`config.mk`:
```
export PLATFORM = sky130hd
export DESIGN_NAME = hb_pulse_gen
export DESIGN_NICKNAME = d
export VERILOG_FILES = /design/src/rtl/hbp_pkg.sv /design/src/rtl/hbp_period_sel.sv /design/src/rtl/hbp_osc.sv /design/src/rtl/hbp_steer.sv /design/src/rtl/hb_pulse_gen.sv
export SDC_FILE = /design/constraint.sdc
export NUM_CORES = 1
export LEC_CHECK = 0
export ABC_CLOCK_PERIOD_IN_PS = 12330
export BUFFER_PORTS_ARGS = -buffer_cell sky130_fd_sc_hd__buf_2
export CAP_MARGIN = 20
export CORE_ASPECT_RATIO = 1.1
export CORE_MARGIN = 3
export CORE_UTILIZATION = 29
export CTS_BUF_LIST = sky130_fd_sc_hd__clkbuf_4 sky130_fd_sc_hd__clkbuf_8
export CTS_CLUSTER_SIZE = 25
export DETAILED_ROUTE_END_ITERATION = 16
export GPL_TIMING_DRIVEN = 0
export PLACE_DENSITY = 0.55
export SYNTH_ARGS = -nofsm -noshare
export SYNTH_HDL_FRONTEND = slang
export SYNTH_SLANG_ARGS = --single-unit
```
`constraint.sdc`:
```
create_clock -name clk -period 12.33 [get_ports clk]
set_input_delay 2.466 -clock clk [delete_from_list [all_inputs] [get_ports clk]]
set_output_delay 2.466 -clock clk [all_outputs]
set_load 0.02 [all_outputs]
```
`src/rtl/hbp_pkg.sv`:
```
`timescale 1ns/1ps
package hbp_pkg;

  // Effective oscillator period: slow period less the in-window control
  // excess, held at or above the fast limit and a two-clock floor.
  function automatic int unsigned hbp_eff_period(
    input int unsigned ctl,
    input int unsigned slow,
    input int unsigned fast,
    input int unsigned lo,
    input int unsigned hi
  );
    int unsigned c;
    int unsigned red;
    int unsigned r;
    c   = (ctl > hi) ? hi : ctl;
    red = (c > lo) ? (c - lo) : 0;
    r   = (slow > red) ? (slow - red) : 0;
    if (r < fast) r = fast;
    if (r < 2) r = 2;
    return r;
  endfunction

  // Gate window: open while the count sits before the dead slice.
  function automatic logic hbp_gate_open(
    input int unsigned cnt,
    input int unsigned per,
    input int unsigned dead
  );
    return (dead < per) && (cnt < (per - dead));
  endfunction

endpackage

```
`src/rtl/hbp_period_sel.sv`:
```
`timescale 1ns/1ps
module hbp_period_sel
  import hbp_pkg::*;
#(
  parameter int unsigned PER_W = 16,
  parameter int unsigned CTL_W = 10,
  parameter int unsigned DZ_LO = 200,
  parameter int unsigned DZ_HI = 900
) (
  input  logic [CTL_W-1:0] ctl,
  input  logic [PER_W-1:0] per_slow,
  input  logic [PER_W-1:0] per_fast,
  output logic [PER_W-1:0] per_eff
);

  always_comb begin
    per_eff = PER_W'(hbp_eff_period(32'(ctl), 32'(per_slow), 32'(per_fast),
                                    DZ_LO, DZ_HI));
  end


  always_comb begin
    if ((32'(ctl) <= DZ_LO) && (per_slow >= per_fast) && (per_slow >= PER_W'(2)))
      dead_zone_chk: assert (per_eff == per_slow);
  end


  always_comb begin
    fast_floor_chk: assert ((per_eff >= per_fast) && (per_eff >= PER_W'(2)));
  end

endmodule

```
`src/rtl/hbp_osc.sv`:
```
`timescale 1ns/1ps
module hbp_osc
  import hbp_pkg::*;
#(
  parameter int unsigned PER_W = 16,
  parameter int unsigned DT_W  = 10
) (
  input  logic             clk,
  input  logic             rst_n,
  input  logic             en,
  input  logic [PER_W-1:0] per_eff,
  input  logic [DT_W-1:0]  dt_code,
  output logic             run,
  output logic             wrap,
  output logic             active,
  output logic             dt_bad
);

  localparam logic [PER_W-1:0] ONE = PER_W'(1);

  logic [PER_W-1:0] cnt;
  logic [PER_W-1:0] p_lat;
  logic [DT_W-1:0]  d_lat;
  logic             cyc_start;

  assign wrap      = run && (cnt == (p_lat - ONE));
  assign cyc_start = en && (!run || wrap);

  always_ff @(posedge clk) begin
    if (!rst_n) begin
      run   <= 1'b0;
      cnt   <= '0;
      p_lat <= '0;
      d_lat <= '0;
    end else if (!en) begin
      run <= 1'b0;
      cnt <= '0;
    end else if (cyc_start) begin
      run   <= 1'b1;
      cnt   <= '0;
      p_lat <= per_eff;
      d_lat <= dt_code;
    end else begin
      cnt <= cnt + ONE;
    end
  end

  always_comb begin
    active = run && hbp_gate_open(32'(cnt), 32'(p_lat), 32'(d_lat));
    dt_bad = run && (32'(d_lat) >= 32'(p_lat));
  end


  codes_hold_chk: assert property (@(posedge clk) disable iff (!rst_n)
    (en && run && !wrap) |=> ($stable(p_lat) && $stable(d_lat)));


  cnt_range_chk: assert property (@(posedge clk) disable iff (!rst_n)
    run |-> (cnt < p_lat));


  per_floor_chk: assert property (@(posedge clk) disable iff (!rst_n)
    run |-> (p_lat >= PER_W'(2)));


  run_stop_chk: assert property (@(posedge clk) disable iff (!rst_n)
    !en |=> (!run && (cnt == '0)));

endmodule

```
`src/rtl/hbp_steer.sv`:
```
`timescale 1ns/1ps
module hbp_steer (
  input  logic clk,
  input  logic rst_n,
  input  logic en,
  input  logic run,
  input  logic wrap,
  input  logic active,
  output logic out_a,
  output logic out_b
);

  logic sel;

  always_ff @(posedge clk) begin
    if (!rst_n)          sel <= 1'b0;
    else if (!en)        sel <= 1'b0;
    else if (run && wrap) sel <= ~sel;
  end

  assign out_a = active && !sel;
  assign out_b = active && sel;


  no_overlap_chk: assert property (@(posedge clk) disable iff (!rst_n)
    !(out_a && out_b));


  toggle_chk: assert property (@(posedge clk) disable iff (!rst_n)
    (en && wrap) |=> (sel != $past(sel)));


  stop_low_chk: assert property (@(posedge clk) disable iff (!rst_n)
    !en |=> (!out_a && !out_b && !sel));

endmodule

```
`src/rtl/hb_pulse_gen.sv`:
```
`timescale 1ns/1ps
module hb_pulse_gen #(
  parameter int unsigned PER_W = 16,
  parameter int unsigned DT_W  = 10,
  parameter int unsigned CTL_W = 10,
  parameter int unsigned DZ_LO = 200,
  parameter int unsigned DZ_HI = 900
) (
  input  logic             clk,
  input  logic             rst_n,
  input  logic             en,
  input  logic [CTL_W-1:0] ctl,
  input  logic [PER_W-1:0] per_slow,
  input  logic [PER_W-1:0] per_fast,
  input  logic [DT_W-1:0]  dt_code,
  output logic             out_a,
  output logic             out_b,
  output logic             dt_bad
);

  logic [PER_W-1:0] per_eff;
  logic             run;
  logic             wrap;
  logic             active;

  hbp_period_sel #(
    .PER_W(PER_W), .CTL_W(CTL_W), .DZ_LO(DZ_LO), .DZ_HI(DZ_HI)
  ) u_per (
    .ctl(ctl), .per_slow(per_slow), .per_fast(per_fast), .per_eff(per_eff)
  );

  hbp_osc #(.PER_W(PER_W), .DT_W(DT_W)) u_osc (
    .clk(clk), .rst_n(rst_n), .en(en), .per_eff(per_eff), .dt_code(dt_code),
    .run(run), .wrap(wrap), .active(active), .dt_bad(dt_bad)
  );

  hbp_steer u_steer (
    .clk(clk), .rst_n(rst_n), .en(en), .run(run), .wrap(wrap),
    .active(active), .out_a(out_a), .out_b(out_b)
  );


  bad_dead_quiet_chk: assert property (@(posedge clk) disable iff (!rst_n)
    dt_bad |-> (!out_a && !out_b));


  reset_quiet_chk: assert property (@(posedge clk)
    !rst_n |=> (!out_a && !out_b && !dt_bad));

endmodule

```
Yosys cells after proc, flatten, opt, wreduce, memory -nomap -nowiden
Cells that the tools add are included.
- $add $sub $neg: 5
- $lt $le $gt $ge: 8
- equal/unequal tests: 1
- mux-type cells: 5
- bitwise gates (word level): 3
- reduce and logical (&&, ||, !) cells: 14
- operator list (cell ; number):
    two-way mux 32 bit ; 3
    greater-than comparator 16 x 32 -> 1 bit ; 1
    greater-than comparator 32 x 8 -> 1 bit (second input constant) ; 1
    < comparator 16 x 32 -> 1 bit ; 1
    < comparator 32 x 16 -> 1 bit ; 1
    < comparator 32 x 2 -> 1 bit (second input constant) ; 1
    subtractor 16 x 32 -> 32 bit ; 1
    subtractor 32 x 8 -> 32 bit (second input constant) ; 1
    subtractor 16 x 10 -> 17 bit ; 1
    adder 16 x 1 -> 16 bit (second input constant) ; 1
    equality test 16 bit ; 1
    >= comparator 10 x 16 -> 1 bit ; 1
    < comparator 10 x 16 -> 1 bit ; 1
    two-way mux 16 bit ; 1
    subtractor 16 x 1 -> 16 bit (second input constant) ; 1
    greater-than comparator 10 bit (second input constant) ; 1
    two-way mux 10 bit ; 1
    logical AND 1 bit ; 8
    AND reduction 2 bit ; 2
    inverter 1 bit ; 3
    OR reduction 3 bit ; 1
    logical NOT 1 bit ; 2
    logical OR 1 bit ; 1
- register bits after elaboration: 44
- bits of input ports: 55
- output and inout port bits: 3
- word-level logic and storage cells: 41

Longest topological paths before layout
- word-level depth: 10
- mapped depth: 29
- gate-level depth less buffers: 24

Hierarchy
A second synthesis with hierarchy kept.
- cells, all modules: 712
- area total of the unflattened synthesis: 5326.4 um^2
- modules (own cells, without submodules) (module ; instances ; cells an instance ; area each (um^2) ; seq. area each (um^2)):
    hbp_osc ; 1 ; 414 ; 3313.2 ; 860.8
    hbp_period_sel ; 1 ; 291 ; 1946.9 ; 0.0
    hbp_steer ; 1 ; 7 ; 66.3 ; 20.0

Worst setup path before layout
No wires, ideal clock.
- kind: input to register
- start: input ctl[7]
- end: register u_osc.p_lat[1]
- setup time: 119 ps
- data arrival time: 7923 ps
- required time: 12211 ps
- slack: 4288 ps
- stages: 29
- buffers on the path: 5
- cells stage by stage: clkbuf_1 -> nand3_1 -> nand2_1 -> ha_1 -> nand2b_1 -> a31oi_1 -> ha_1 -> nand2b_1 -> ha_1 -> a21oi_1 -> a21oi_1 -> a311o_1 -> a311o_1 -> nand3_1 -> buf_2 -> clkbuf_1 -> buf_1 -> nor2_1 -> ha_1 -> a21o_1 -> a21o_1 -> a21oi_1 -> o22ai_1 -> nor4bb_1 -> o21a_1 -> buf_2 -> nand2_1 -> o31a_1 -> o221a_1
- word-level cells in the longest chain between the ends: 10
- elaborated cells on any way between the ends: 12
- classes of those cells: 2 x add/sub; 5 x order compare; 5 x mux
- ends and longest elaborated chain (item ; RTL line ; text):
    start, declared ; hb_pulse_gen.sv:12 ; input logic [CTL_W-1:0] ctl,
    greater-than comparator 10 bit ; hbp_pkg.sv:16 ; c = (ctl > hi) ? hi : ctl;
    two-way mux 10 bit (*) ; hbp_pkg.sv:16 ;
    subtractor 32 x 8 -> 32 bit / greater-than comparator 32 x 8 -> 1 bit (equally long branches) ; hbp_pkg.sv:17 ; red = (c > lo) ? (c - lo) : 0;
    two-way mux 32 bit (*) ; hbp_pkg.sv:17 ;
    subtractor 16 x 32 -> 32 bit / greater-than comparator 16 x 32 -> 1 bit (equally long branches) ; hbp_pkg.sv:18 ; r = (slow > red) ? (slow - red) : 0;
    two-way mux 32 bit (*) ; hbp_pkg.sv:18 ;
    < comparator 32 x 16 -> 1 bit ; hbp_pkg.sv:19 ; if (r < fast) r = fast;
    two-way mux 32 bit (*) ; hbp_pkg.sv:19 ;
    < comparator 32 x 2 -> 1 bit ; hbp_pkg.sv:20 ; if (r < 2) r = 2;
    two-way mux 16 bit (*) ; hbp_pkg.sv:20 ;
    end signal, assigned ; hbp_osc.sv:41 ; p_lat <= per_eff;
    end, declared ; hbp_osc.sv:22 ; logic [PER_W-1:0] p_lat;
Every way passes the cells marked *; elsewhere a longest branch is shown, timed or not.
A chain may end at the register's enable or synchronous reset.

Worst setup path after layout
- start: input ctl[7]
- end: register u_osc.p_lat[13]
The elaborated chain is that of the path after synthesis.

==> impl_metrics.csv <==
group,metric,value,unit
sta,finalCriticalPeriod,8860,ps
critical_path,crit_required,12530,ps
global_route,grt_pass1_vias,4416,
routing,ant_nets,0,
final_layout,area_growth,13.2,%
critical_path,path_common_cell,"ha_1",
global_route,grt_start_max_net_pins,15,
sta,tns,0,ps
routing,remaining_drc_errors,0,
power_and_ir_drop,leakagePower,2.54,nW
critical_path,path_class,"input pin to flop",
sta,min_period_over_period,0.719,
synthesis,async_flop_share,0,
placed_design,numPlacedInstances,901,
power_and_ir_drop,p_per_area,99.1,nW/um2
die,io_pins,58,
routing,drtIter0Drc,151,
die,core_area,16600,um2
die,num_rows,49,
sta,worst_slack,3470,ps
synthesis,synth-edff-count,0,
placed_design,dp_hpwl,11400,um
cts,hold_buffers,0,
placed_design,port_buffers,54,
final_layout,final_nets,822,
critical_path,slowest_stage,"buf_1",
sta,fin_skew,4.86,ps
critical_path,cp-start-kind,"input pin",
final_layout,n_antenna_cell,0,
die,die-area,18700,um2
routing,dr.pass1.iters,4,
min_path,hp-class,"flop to flop",
sta,timing.fmax,113,MHz
power_and_ir_drop,irDropWorstVdd,0.0577,mV
critical_path,crit_fanout,10,
cts,clock-sinks,44,
synthesis,ys_ff_latch,44,
cts,cts_buffer_depth,2,
global_route,grt_usage,0.146,
global_route,grt.overflow.total,0,
synthesis,syn_area,4950,um2
sta,rsz0062_at_grt,"false",
synthesis,ys.flop_type,"dfxtp_1",
cts,cts_tree,"built",
sta,hold_viol,0,
synthesis,synth_warnings,0,
placed_design,gp_congestion,0.817,
global_route,grt_pass1_wl,22100,um
cts,clk_latency,310,ps
critical_path,cp.arrival,9060,ps
synthesis,synth_cells,641,
routing,viasPerCell,5.05,
placed_design,pre_cts_slack,3170,ps
critical_path,cp-end-kind,"flop",
die,die_h,143,um
synthesis,seq_area_frac_synth,0.178,
sta,slew_viol_final,0,
outcome,status,"complete, no violations",
synthesis,synth_cell_types,59,
final_layout,multi_input_area,3750,um2
cts,h-tree-depth,2,
critical_path,cpPeakStageDelay,430,ps
placed_design,place_area,5480,um2
final_layout,drive_above_1_share,0.112,
cts,cts_buffers,5,
global_route,antenna_found_initial,1,
sta,tightest_slew,622,ps
cts,ctsResizeCount,0,
routing,wl_per_cell,14.7,um
die,die_x,131,um
routing,drt_wl_total,13400,um
cts,path_clk_slew,90,ps
synthesis,syn_area_per_cell,7.72,um2
final_layout,ff_latch_area,881,um2
final_layout,fin_cells,909,
cts,cts-root-buf,"clkbuf_8",
sta,slew_headroom,0.582,
sta,setup_viol,0,
final_layout,num-fill-cells,1819,
run,cap_violations,0,
cts,post-cts-setup-buffers,0,
routing,via_count,4593,
die,start_util,0.299,
final_layout,stdcell_area,5600,um2
[path summary, 6_finish.rpt]
check / startpoint / to / cells after the start / slack [ps]
setup / recovery: ctl[7] / u_osc.p_lat[13] / 28 / 3470
hold / removal: u_osc.cnt[0] / u_osc.cnt[0] / 1 / 520
setup reg to reg: u_osc.p_lat[2] / u_osc.p_lat[13] / 10 / 9280
hold reg to reg: u_osc.cnt[0] / u_osc.cnt[0] / 1 / 520
[layer usage]
layer,vias up,GRT usage,wire length (um)
met5,-,0,13
li1,2438,-,-
met4,2,0.0265,164
met3,12,0.0187,390
met1,2071,0.185,6180
met2,70,0.267,6660
[placed cells by master, fill, tap and decap left out, types with 4 or more instances in the layout]
cell	instances
mux2i_1	15
dfxtp_1	44
xor2_1	25
a21o_1	13
o211a_1	12
nor4b_1	4
nor4_1	6
or3_1	6
clkbuf_1	18
clkbuf_8	6
xnor2_1	37
o21ai_0	20
nor3_1	20
and2_1	5
and4_1	4
nand4_1	16
and3_1	6
o21a_1	10
o311ai_0	11
a21oi_1	32
o2111ai_1	4
ha_1	61
nor2b_1	18
inv_1	50
a211oi_1	10
a31oi_1	7
nand2_1	51
nand2b_1	11
nor2_1	51
nand3_1	25
buf_2	59
[power breakdown]
part | switching [mW] | internal, mW
Clock | 0.0536 | 0.0663
Sequential | 0.0101 | 0.150
Combinational | 0.157 | 0.119
Total | 0.221 | 0.335
[stage by stage]
stage / power (mW) / hold slack [ps] / utilization
floorplan: 0.370 / 447 / -
CTS: 0.561 / 526 / 0.339
global placement: 0.438 / 495 / 0.331
global route: 0.604 / 546 / 0.339
detailed placement: 0.439 / 502 / 0.331
finish: 0.555 / 518 / 0.339
[Yosys cell counts, types with 11 or more instances]
| master | count | area share |
|---|---|---|
| xnor2_1 | 37 | 0.065 |
| nand2_1 | 51 | 0.039 |
| inv_1 | 50 | 0.038 |
| o311ai_0 | 11 | 0.019 |
| nand2b_1 | 11 | 0.014 |
| xor2_1 | 25 | 0.044 |
| ha_1 | 61 | 0.15 |
| a21oi_1 | 32 | 0.032 |
| nor3_1 | 20 | 0.020 |
| clkbuf_1 | 18 | 0.014 |
| a21o_1 | 13 | 0.020 |
| nand3_1 | 25 | 0.025 |
| o21ai_0 | 20 | 0.020 |
| nand4_1 | 16 | 0.020 |
| nor2_1 | 51 | 0.039 |
| o211a_1 | 12 | 0.024 |
| nor2b_1 | 18 | 0.023 |
| mux2i_1 | 15 | 0.030 |
| dfxtp_1 | 44 | 0.18 |
[logic make-up after synthesis]
logic type	synth area share
compound gates	0.201
xor+xnor	0.110
fa+ha+maj	0.162
buf+inv	0.0650
flops	0.178
mux	0.0303
other cells	0.000758
simple gates	0.253
[critical path: cells and delay by family]
kind	cells	cell delay (ps)
AO/OA/AOI/OAI	12	2570
buffers and inverters	5	1600
AND/OR/NAND/NOR	7	1320
adder cells (fa/ha/maj)	4	1100
[layout make-up]
cell class	instances	area share
clock inverters	2	0.00692
plain buffers	28	0.0239
flip-flops and latches	44	0.157
clock buffers	6	0.0147
well taps	204	0.0455
inverters	50	0.0335
multi-input cells	521	0.670
repair buffers	54	0.0482
[flip-flops by register name, summed over array words and instances (netlist names)]
signal	count
u_steer.sel	1
u_osc.p_lat	16
u_osc.cnt	16
u_osc.run	1
u_osc.d_lat	10
(Power assumes the default switching activity.)
